## config.mk

```make
export PLATFORM = sky130hd
export DESIGN_NAME = cga_operator_dp
export DESIGN_NICKNAME = d
export VERILOG_FILES = /design/src/rtl/cga_pkg.sv /design/src/rtl/cga_tournament.sv /design/src/rtl/cga_xover.sv /design/src/rtl/cga_mutate.sv /design/src/rtl/cga_fit_ones.sv /design/src/rtl/cga_operator_dp.sv
export SDC_FILE = /design/constraint.sdc
export NUM_CORES = 1
export LEC_CHECK = 0
export ABC_AREA = 0
export ABC_CLOCK_PERIOD_IN_PS = 1500
export BUFFER_PORTS_ARGS = -buffer_cell sky130_fd_sc_hd__clkbuf_2
export CORE_AREA = 5 5 472 474
export CTS_CLUSTER_SIZE = 14
export DETAILED_ROUTE_END_ITERATION = 8
export DIE_AREA = 0 0 477 479
export PLACE_DENSITY = 0.31
export REMOVE_ABC_BUFFERS = 1
export SYNTH_ARGS = -nofsm -noshare
export SYNTH_HDL_FRONTEND = slang
export SYNTH_SLANG_ARGS = --single-unit
```

## constraint.sdc

```tcl
create_clock -name clk -period 1.5 [get_ports clk]
set_clock_uncertainty 0.15 [all_clocks]
set_input_delay 0.075 -clock clk [delete_from_list [all_inputs] [get_ports clk]]
set_output_delay 0.075 -clock clk [all_outputs]
set_load 0.005 [all_outputs]
```

## src/rtl/cga_pkg.sv

```systemverilog
package cga_pkg;
    localparam int NUM_SLOTS = 5;

    typedef enum logic [2:0] {
        SLOT_CUR   = 3'd0,
        SLOT_NORTH = 3'd1,
        SLOT_SOUTH = 3'd2,
        SLOT_EAST  = 3'd3,
        SLOT_WEST  = 3'd4
    } slot_e;
endpackage

```

## src/rtl/cga_tournament.sv

```systemverilog
module cga_tournament
    import cga_pkg::*;
#(
    parameter int N  = 64,
    parameter int FW = 7
) (
    input  logic [N-1:0]  cand_chrom [NUM_SLOTS],
    input  logic [FW-1:0] cand_fit   [NUM_SLOTS],
    output logic [N-1:0]  par_a,
    output logic [N-1:0]  par_b,
    output slot_e         idx_a,
    output slot_e         idx_b
);
    logic [2:0] win_a;
    logic [2:0] win_b;

    // first stage of the cascade: strict compare keeps the earlier slot on ties
    always_comb begin
        win_a = 3'd0;
        for (int k = 1; k < NUM_SLOTS; k++) begin
            if (cand_fit[k] > cand_fit[win_a]) win_a = 3'(k);
        end
    end

    // second stage skips the first winner
    always_comb begin
        win_b = (win_a == 3'd0) ? 3'd1 : 3'd0;
        for (int k = 0; k < NUM_SLOTS; k++) begin
            if ((3'(k) != win_a) && (cand_fit[k] > cand_fit[win_b])) win_b = 3'(k);
        end
    end

    assign par_a = cand_chrom[win_a];
    assign par_b = cand_chrom[win_b];
    assign idx_a = slot_e'(win_a);
    assign idx_b = slot_e'(win_b);
endmodule

```

## src/rtl/cga_xover.sv

```systemverilog
module cga_xover #(
    parameter int N  = 64,
    localparam int CW = $clog2(N)
) (
    input  logic [N-1:0]  par_a,
    input  logic [N-1:0]  par_b,
    input  logic [CW-1:0] cut_a,
    input  logic [CW-1:0] cut_b,
    output logic [N-1:0]  kid0,
    output logic [N-1:0]  kid1
);
    logic [CW-1:0] lo;
    logic [CW-1:0] hi;
    logic [N-1:0]  mask;

    assign lo = (cut_a <= cut_b) ? cut_a : cut_b;
    assign hi = (cut_a <= cut_b) ? cut_b : cut_a;

    generate
        for (genvar i = 0; i < N; i++) begin : g_mask
            assign mask[i] = (CW'(i) >= lo) && (CW'(i) <= hi);
        end
    endgenerate

    assign kid0 = (par_a & ~mask) | (par_b & mask);
    assign kid1 = (par_b & ~mask) | (par_a & mask);
endmodule

```

## src/rtl/cga_mutate.sv

```systemverilog
module cga_mutate #(
    parameter int N = 64,
    localparam int L = $clog2(N)
) (
    input  logic [N-1:0]   kid_in,
    input  logic [N*L-1:0] rnd,
    output logic [N-1:0]   kid_out
);
    generate
        for (genvar g = 0; g < N; g++) begin : g_gene
            assign kid_out[g] = kid_in[g] ^ (rnd[g*L +: L] == '0);
        end
    endgenerate
endmodule

```

## src/rtl/cga_fit_ones.sv

```systemverilog
module cga_fit_ones #(
    parameter int N  = 64,
    parameter int FW = 7
) (
    input  logic [N-1:0]  chrom,
    output logic [FW-1:0] fit
);
    always_comb begin
        fit = '0;
        for (int i = 0; i < N; i++) fit = fit + FW'(chrom[i]);
    end
endmodule

```

## src/rtl/cga_operator_dp.sv

```systemverilog
module cga_operator_dp
    import cga_pkg::*;
#(
    parameter int N  = 64,
    parameter int FW = $clog2(N + 1),
    localparam int CW = $clog2(N),
    localparam int RW = N * $clog2(N)
) (
    input  logic          clk,
    input  logic          rst_n,
    input  logic          in_valid,
    input  logic [N-1:0]  cur_chrom,
    input  logic [FW-1:0] cur_fit,
    input  logic [N-1:0]  north_chrom,
    input  logic [FW-1:0] north_fit,
    input  logic [N-1:0]  south_chrom,
    input  logic [FW-1:0] south_fit,
    input  logic [N-1:0]  east_chrom,
    input  logic [FW-1:0] east_fit,
    input  logic [N-1:0]  west_chrom,
    input  logic [FW-1:0] west_fit,
    input  logic [CW-1:0] cut_a,
    input  logic [CW-1:0] cut_b,
    input  logic [RW-1:0] mut_rnd0,
    input  logic [RW-1:0] mut_rnd1,
    output logic          out_valid,
    output logic [N-1:0]  out_chrom,
    output logic [FW-1:0] out_fit
);
    logic [N-1:0]  cand_chrom [NUM_SLOTS];
    logic [FW-1:0] cand_fit   [NUM_SLOTS];
    logic [N-1:0]  par_a;
    logic [N-1:0]  par_b;
    slot_e         sel_a_idx;
    slot_e         sel_b_idx;
    logic [N-1:0]  kid_raw [2];
    logic [N-1:0]  kid_mut [2];
    logic [FW-1:0] kid_fit [2];
    logic [RW-1:0] kid_rnd [2];
    logic          take_one;

    assign cand_chrom[SLOT_CUR]   = cur_chrom;
    assign cand_chrom[SLOT_NORTH] = north_chrom;
    assign cand_chrom[SLOT_SOUTH] = south_chrom;
    assign cand_chrom[SLOT_EAST]  = east_chrom;
    assign cand_chrom[SLOT_WEST]  = west_chrom;
    assign cand_fit[SLOT_CUR]     = cur_fit;
    assign cand_fit[SLOT_NORTH]   = north_fit;
    assign cand_fit[SLOT_SOUTH]   = south_fit;
    assign cand_fit[SLOT_EAST]    = east_fit;
    assign cand_fit[SLOT_WEST]    = west_fit;
    assign kid_rnd[0]             = mut_rnd0;
    assign kid_rnd[1]             = mut_rnd1;

    cga_tournament #(.N(N), .FW(FW)) u_sel (
        .cand_chrom (cand_chrom),
        .cand_fit   (cand_fit),
        .par_a      (par_a),
        .par_b      (par_b),
        .idx_a      (sel_a_idx),
        .idx_b      (sel_b_idx)
    );

    cga_xover #(.N(N)) u_xov (
        .par_a (par_a),
        .par_b (par_b),
        .cut_a (cut_a),
        .cut_b (cut_b),
        .kid0  (kid_raw[0]),
        .kid1  (kid_raw[1])
    );

    generate
        for (genvar c = 0; c < 2; c++) begin : g_kid
            cga_mutate #(.N(N)) u_mut (
                .kid_in  (kid_raw[c]),
                .rnd     (kid_rnd[c]),
                .kid_out (kid_mut[c])
            );
            cga_fit_ones #(.N(N), .FW(FW)) u_fit (
                .chrom (kid_mut[c]),
                .fit   (kid_fit[c])
            );
        end
    endgenerate

    assign take_one = kid_fit[1] > kid_fit[0];

    always_ff @(posedge clk or negedge rst_n) begin
        if (!rst_n) begin
            out_valid <= 1'b0;
            out_chrom <= '0;
            out_fit   <= '0;
        end else begin
            out_valid <= in_valid;
            if (in_valid) begin
                out_chrom <= take_one ? kid_mut[1] : kid_mut[0];
                out_fit   <= take_one ? kid_fit[1] : kid_fit[0];
            end
        end
    end
endmodule

```

==> out/qor.txt, run 1 <==
worst skew pair latency = 390 ps
final slew viol count = 0
largest net degree at the start of global routing = 45
Primary FF master, synth = dfrtp_1
Worst Setup Start Kind = primary input
CTS clk-pin slew, worst paths = 70 ps
wire per inst = 30.3 um
status = finished with violations
synth warn = 0
Final GP Congestion = 0.947
vias in the first global route = 30400
Setup Viol. Count Final = 71
Num CTS Buffers = 9
Fill cells = 24900
Die Span X = 477 um
Finished Cell Area = 37900 sq um
drt via density = 3.99
Least-Margin Pin Slew = 906 ps
Seq cells post-synth = 72
Crit path top cell by count = buf_6
Final ANT Viol Nets = 0
slowest cell delay on critical path = 690 ps
hold depth = 3
CP endpoint kind = register
share of cells above drive strength 1 = 0.540
Starting Density = 0.0876
average cell area after synthesis = 7.59 sq um
CTS root buffer = clkbuf_16
Post-Place Cells = 7252
EDFF count, synth = 0
Final TNS setup = -1289280 ps
CTS Buffer Depth = 2
Final Hold Fails = 0
met3 Usage GRT = 0.0338
clk sinks = 72
global route total overflow = 0
Rel. slew slack = 0.396
Core Rows = 172
commonest non-fill, non-tap cells in the layout = 1203 x clkbuf_2, 808 x buf_4, 262 x nor2_1
Crit Path Max Fanout = 8
Period Utilization, post-route = 13.2
DRC errors left = 0
Finished Layout Cells = 7417
global-route wire length before repair = 287000 um
minimum clock period = 19760 ps
Worst EP required = 1680 ps
commonest non-fill, non-tap cell in the layout = clkbuf_2
Reg2Reg Depth = 2
CTS tree = done
Routed WL = 224000 um
sequential area share after synthesis = 0.0941
TritonRoute pass-1 iters = 8
Crit Path Category = in -> reg
Area growth syn-to-layout = 98.1%
M1 GR Usage = 0.209
final HPWL from detailed placement = 202000 um
RSZ-0062 raised after global routing = yes
max frequency = 50.6 MHz
CP arrival = 19940 ps
Vias = 29600
Most Crowded Layer GR = met2
post-synthesis cell type count = 91
1st-iter DRT viols = 1849
Worst Setup Slack, final = -18260 ps
post-synthesis cell count = 2522
initial antenna violation count = 156
synthesized area = 19100 sq um
Async SR Flop Fraction = 1.00
Placed Area = 34700 sq um
Max Cap Viol = 0
Tot GR Track Use = 0.187
Nets = 5843
Hold Slack = 102 ps
met2 usage = 0.353
Placeable Area = 218000 sq um
htree depth = 3
crit path max-delay cell type = fa_2
die span in y = 479 um
die area = 228000 sq um
Hold Path Class = in -> reg
Port Buffer Count = 1209
failing checks = setup timing
Top Ports = 1210
[metrics by stage]
step	setup slack, ps	utilization
finish	-18260	0.174
global route	-19060	0.173
CTS	-18340	0.168
detailed placement	-20240	0.159
global placement	-20040	0.159
floorplan	-30290	-
[worst max-delay path, delay by kind of cell]
family / cells / cell delay, ps
AOI/OAI and AO/OA: 33 / 6130
and+or+nand+nor: 17 / 2360
muxes: 4 / 710
buffers and inverters: 22 / 2920
xor gates and xnor gates: 2 / 450
adders and majority gates: 19 / 7210
[registers in the layout (all words and copies together), names as in the netlist]
name and count:
out_valid 1, out_fit 7, out_chrom 64
[cells by family after synthesis]
logic type               Yosys count  share of synthesized area
flip-flops                        72                     0.0941
AO/OA/AOI/OAI                    696                      0.263
multiplexers                     202                      0.108
adder cells (fa/ha/maj)          209                      0.179
XOR/XNOR                         136                     0.0622
AND/OR/NAND/NOR                  929                      0.235
buffers and inverters            278                     0.0584
[cell type report]
class,count,area (sq um),share of cell area
clock inverters,5,104,0.00274
clock buffers,11,243,0.00640
inverters,128,483,0.0127
multi-input cells,2173,17800,0.470
flip-flops and latches,72,1800,0.0475
diodes,45,113,0.00297
repair buffers,2112,13800,0.363
well taps,2871,3590,0.0948
[synth_stat cells, types with 13 or more instances]
library cell | instances | area (sq um)
a211oi_1 | 24 | 180
a21o_1 | 15 | 113
a21oi_1 | 103 | 515
a221o_1 | 38 | 380
a221oi_1 | 21 | 184
a222oi_1 | 13 | 130
a311oi_1 | 16 | 140
a31oi_1 | 31 | 194
and2_1 | 14 | 87.6
and4_1 | 15 | 131
buf_1 | 16 | 60.1
buf_2 | 25 | 125
clkbuf_1 | 101 | 379
dfrtp_1 | 72 | 1800
fa_1 | 108 | 2160
ha_1 | 101 | 1260
inv_1 | 128 | 480
mux2_2 | 33 | 372
mux2i_1 | 167 | 1670
nand2_1 | 242 | 908
nand2b_1 | 13 | 81.3
nand3_1 | 46 | 230
nand4_1 | 21 | 131
nor2_1 | 281 | 1050
nor2b_1 | 15 | 93.8
nor3_1 | 91 | 455
nor4_1 | 91 | 569
o21a_1 | 16 | 120
o21ai_0 | 90 | 450
o221ai_1 | 59 | 517
o22ai_1 | 90 | 563
o31ai_1 | 28 | 210
o41ai_1 | 19 | 166
or4_1 | 68 | 510
xnor2_1 | 52 | 455
xor2_1 | 84 | 736
[layer usage]
layer	vias up	share of wire
met3	336	0.056
met5	-	0.0017
met1	14200	0.38
li1	13600	-
met2	1411	0.52
met4	58	0.039
[path summary, 6_finish.rpt]
kind	startpoint	slack, ps	to
worst max-delay path	cur_fit[4]	-18260	out_chrom[51]
worst min-delay path	in_valid	100	out_chrom[10]
worst max register to register	out_chrom[2]	390	out_chrom[2]
worst min register to register	out_chrom[45]	340	out_chrom[45]
max in group asynchronous	rst_n	770	out_chrom[10]
min in group asynchronous	rst_n	130	out_chrom[19]
[repair_timing]
item / in CTS / in global routing
endpoints found under the setup margin: 71 / 71
setup buffers: 62 / 40
hold endpoints to repair: 73 / 0
pin swaps: 103 / 124
gates cloned: 7 / 3
resized for setup: 238 / 174
hold buffers: 2 / 0
Power of run 1 is not shown: default switching activity piles up to over one toggle a cycle in this logic, so the estimate is an artifact.
==> run 2, diff against run 1 <==
- CORE_AREA: 5 5 472 474 -> 2 2 472 474
- CTS_CLUSTER_DIAMETER: unset -> 40
- DIE_AREA: 0 0 477 479 -> 0 0 474 476
- PLACE_DENSITY: 0.31 -> 0.32
- SYNTH_HIERARCHICAL: unset -> 1
==> run 2 against run 1 <==
- the flow still finishes with violations (setup timing)
- die area shrank 1.3%
- cell area increased by 10%
- sequential cell count stayed put
- setup slack better by 980 ps
==> out/qor.txt, run 2 <==
Final ANT Viol Nets = 0 (unchanged)
Rel. slew slack = 0.446 (was 0.396)
CTS clk-pin slew, worst paths = 80 ps (was 70 ps)
largest registers = out_chrom (64), out_fit (7), out_valid (1) (unchanged)
CTS tree = done (unchanged)
multi-input gate area in the final layout = 21100 sq um (was 17800 sq um)
Top Ports = 1210 (unchanged)
worst hold start = mut_rnd1[343] (was in_valid)
max reg flops = 64 (unchanged)
Crit path top cell by count = a21oi_2 (was buf_6)
share of cells above drive strength 1 = 0.584 (was 0.540)
wire per inst = 29.4 um (was 30.3 um)
CP endpoint kind = register (unchanged)
Finished Cell Area = 41800 sq um (was 37900 sq um)
final HPWL from detailed placement = 189000 um (was 202000 um)
Worst Setup Slack, final = -17290 ps (was -18260 ps)
CP arrival = 18900 ps (was 19940 ps)
average cell area after synthesis = 7.95 sq um (was 7.59 sq um)
Hold Path Class = in -> reg (unchanged)
Routed WL = 228000 um (was 224000 um)
CTS Buffer Depth = 2 (unchanged)
commonest non-fill, non-tap cell in the layout = clkbuf_2 (unchanged)
worst skew pair latency = 390 ps (about the same)
Reg2Reg Depth = 3 (was 2)
Max Cap Viol = 0 (unchanged)
slowest cell delay on critical path = 610 ps (was 690 ps)
commonest non-fill, non-tap cells in the layout = 1203 x clkbuf_2, 712 x buf_4, 189 x inv_1 (was 1203 x clkbuf_2, 808 x buf_4, 262 x nor2_1)
initial antenna violation count = 156 (unchanged)
failing checks = setup timing (unchanged)
Hold Path Sink = out_chrom[57] (was out_chrom[10])
post-synthesis cell count = 2901 (was 2522)
synthesized area = 23100 sq um (was 19100 sq um)
Period Utilization, post-route = 12.5 (was 13.2)
1st-iter DRT viols = 2294 (was 1849)
Tot GR Track Use = 0.186 (was 0.187)
Fill cells = 24900 (about the same)
RSZ-0062 raised after global routing = yes (unchanged)
worst reg2reg setup slack = 380 ps (was 390 ps)
vias in the first global route = 32400 (was 30400)
hold depth = 5 (was 3)
Crit Path Max Fanout = 7 (was 8)
Final GP Congestion = 0.882 (was 0.947)
TritonRoute pass-1 iters = 7 (was 8)
Die Span X = 474 um (was 477 um)
Vias = 32300 (was 29600)
Placeable Area = 221000 sq um (was 218000 sq um)
Top reg by flops = out_chrom (unchanged)
drt via density = 4.17 (was 3.99)
synth warn = 6 (was 0)
Sequential cell area = 1800 sq um (unchanged)
Port Buffer Count = 1209 (unchanged)
final slew viol count = 0 (unchanged)
global-route wire length before repair = 286000 um (was 287000 um)
Starting Density = 0.104 (was 0.0876)
Worst EP required = 1610 ps (was 1680 ps)
crit path max-delay cell type = fa_2 (unchanged)
CTS root buffer = clkbuf_16 (unchanged)
die span in y = 476 um (was 479 um)
end-of-flow core utilization = 0.189 (was 0.174)
FF-to-FF Start = out_chrom[14] (was out_chrom[2])
Crit Path Category = in -> reg (unchanged)
global route total overflow = 0 (unchanged)
Least-Margin Pin Slew = 832 ps (was 906 ps)
Worst Setup Start Kind = primary input (unchanged)
htree depth = 3 (unchanged)
largest net degree at the start of global routing = 63 (was 45)
Num CTS Buffers = 9 (unchanged)
minimum clock period = 18790 ps (was 19760 ps)
status = finished with violations (unchanged)
Core Rows = 173 (was 172)
DRC errors left = 0 (unchanged)
Final Hold Fails = 0 (unchanged)
Placed Area = 37600 sq um (was 34700 sq um)
max frequency = 53.2 MHz (was 50.6 MHz)
Nets = 6054 (was 5843)
Area growth syn-to-layout = 81.4% (was 98.1%)
clk sinks = 72 (unchanged)
die area = 226000 sq um (was 228000 sq um)
Setup Viol. Count Final = 71 (unchanged)
worst r2r dst = out_chrom[14] (was out_chrom[2])
-- run 2: metrics by stage --
stage / setup WS, ps / cells / setup TNS [ps] / hold WS (ps)
floorplan: -30810 / 2646 / -2187590 / -371
global placement: -18510 / 7552 / -1310160 / -11.5
detailed placement: -18690 / 7552 / -1325020 / -9.39
CTS: -17140 / 7643 / -1214870 / 41.8
global route: -18010 / 7707 / -1274660 / 51.8
finish: -17290 / 7738 / -1223560 / 20.1
-- run 2: final cells by class --
cell class                 count  share of cell area
tap                         2975              0.0890
timing repair buffer        2047               0.333
inverter                     217              0.0200
clock inverter                 5             0.00195
sequential                    72              0.0431
clock buffer                  10             0.00572
multi-input combinational   2360               0.504
antenna                       52             0.00311
-- run 2: metal layers --
metal,part of all wire,routed length (um),GRT usage,vias to the layer above
li1,-,-,-,14700
met5,0.0028,645,0,-
met2,0.49,111000,0.330,1411
met3,0.086,19600,0.0613,307
met1,0.40,91600,0.217,15800
met4,0.023,5230,0.0396,102
-- run 2: timing repair --
item / CTS / global route
buffers inserted: 55 / 31
resized for setup: 202 / 225
hold buffers: 1 / 0
setup endpoints to repair: 71 / 71
endpoints found under the hold margin: 72 / 0
pin swaps: 92 / 87
gates cloned: 21 / 26
-- run 2: worst max-delay path, delay by kind of cell --
family	cells	cell delay (ps)
fa+ha+maj	19	6970
mux	5	1300
buf+inv	13	1770
xor+xnor	1	220
compound gates	34	6160
simple gates	15	2330
-- run 2: worst max-delay path by stage --
stage,start,to,cells after the start
finish,north_fit[4],out_chrom[28],87
floorplan,cur_fit[5],out_chrom[0],84
global route,cur_fit[4],out_chrom[29],92
CTS,north_fit[4],out_chrom[44],90
detailed placement,cur_fit[4],out_chrom[25],85
global placement,cur_fit[4],out_chrom[0],83
Power of run 2 is left out for the same reason.
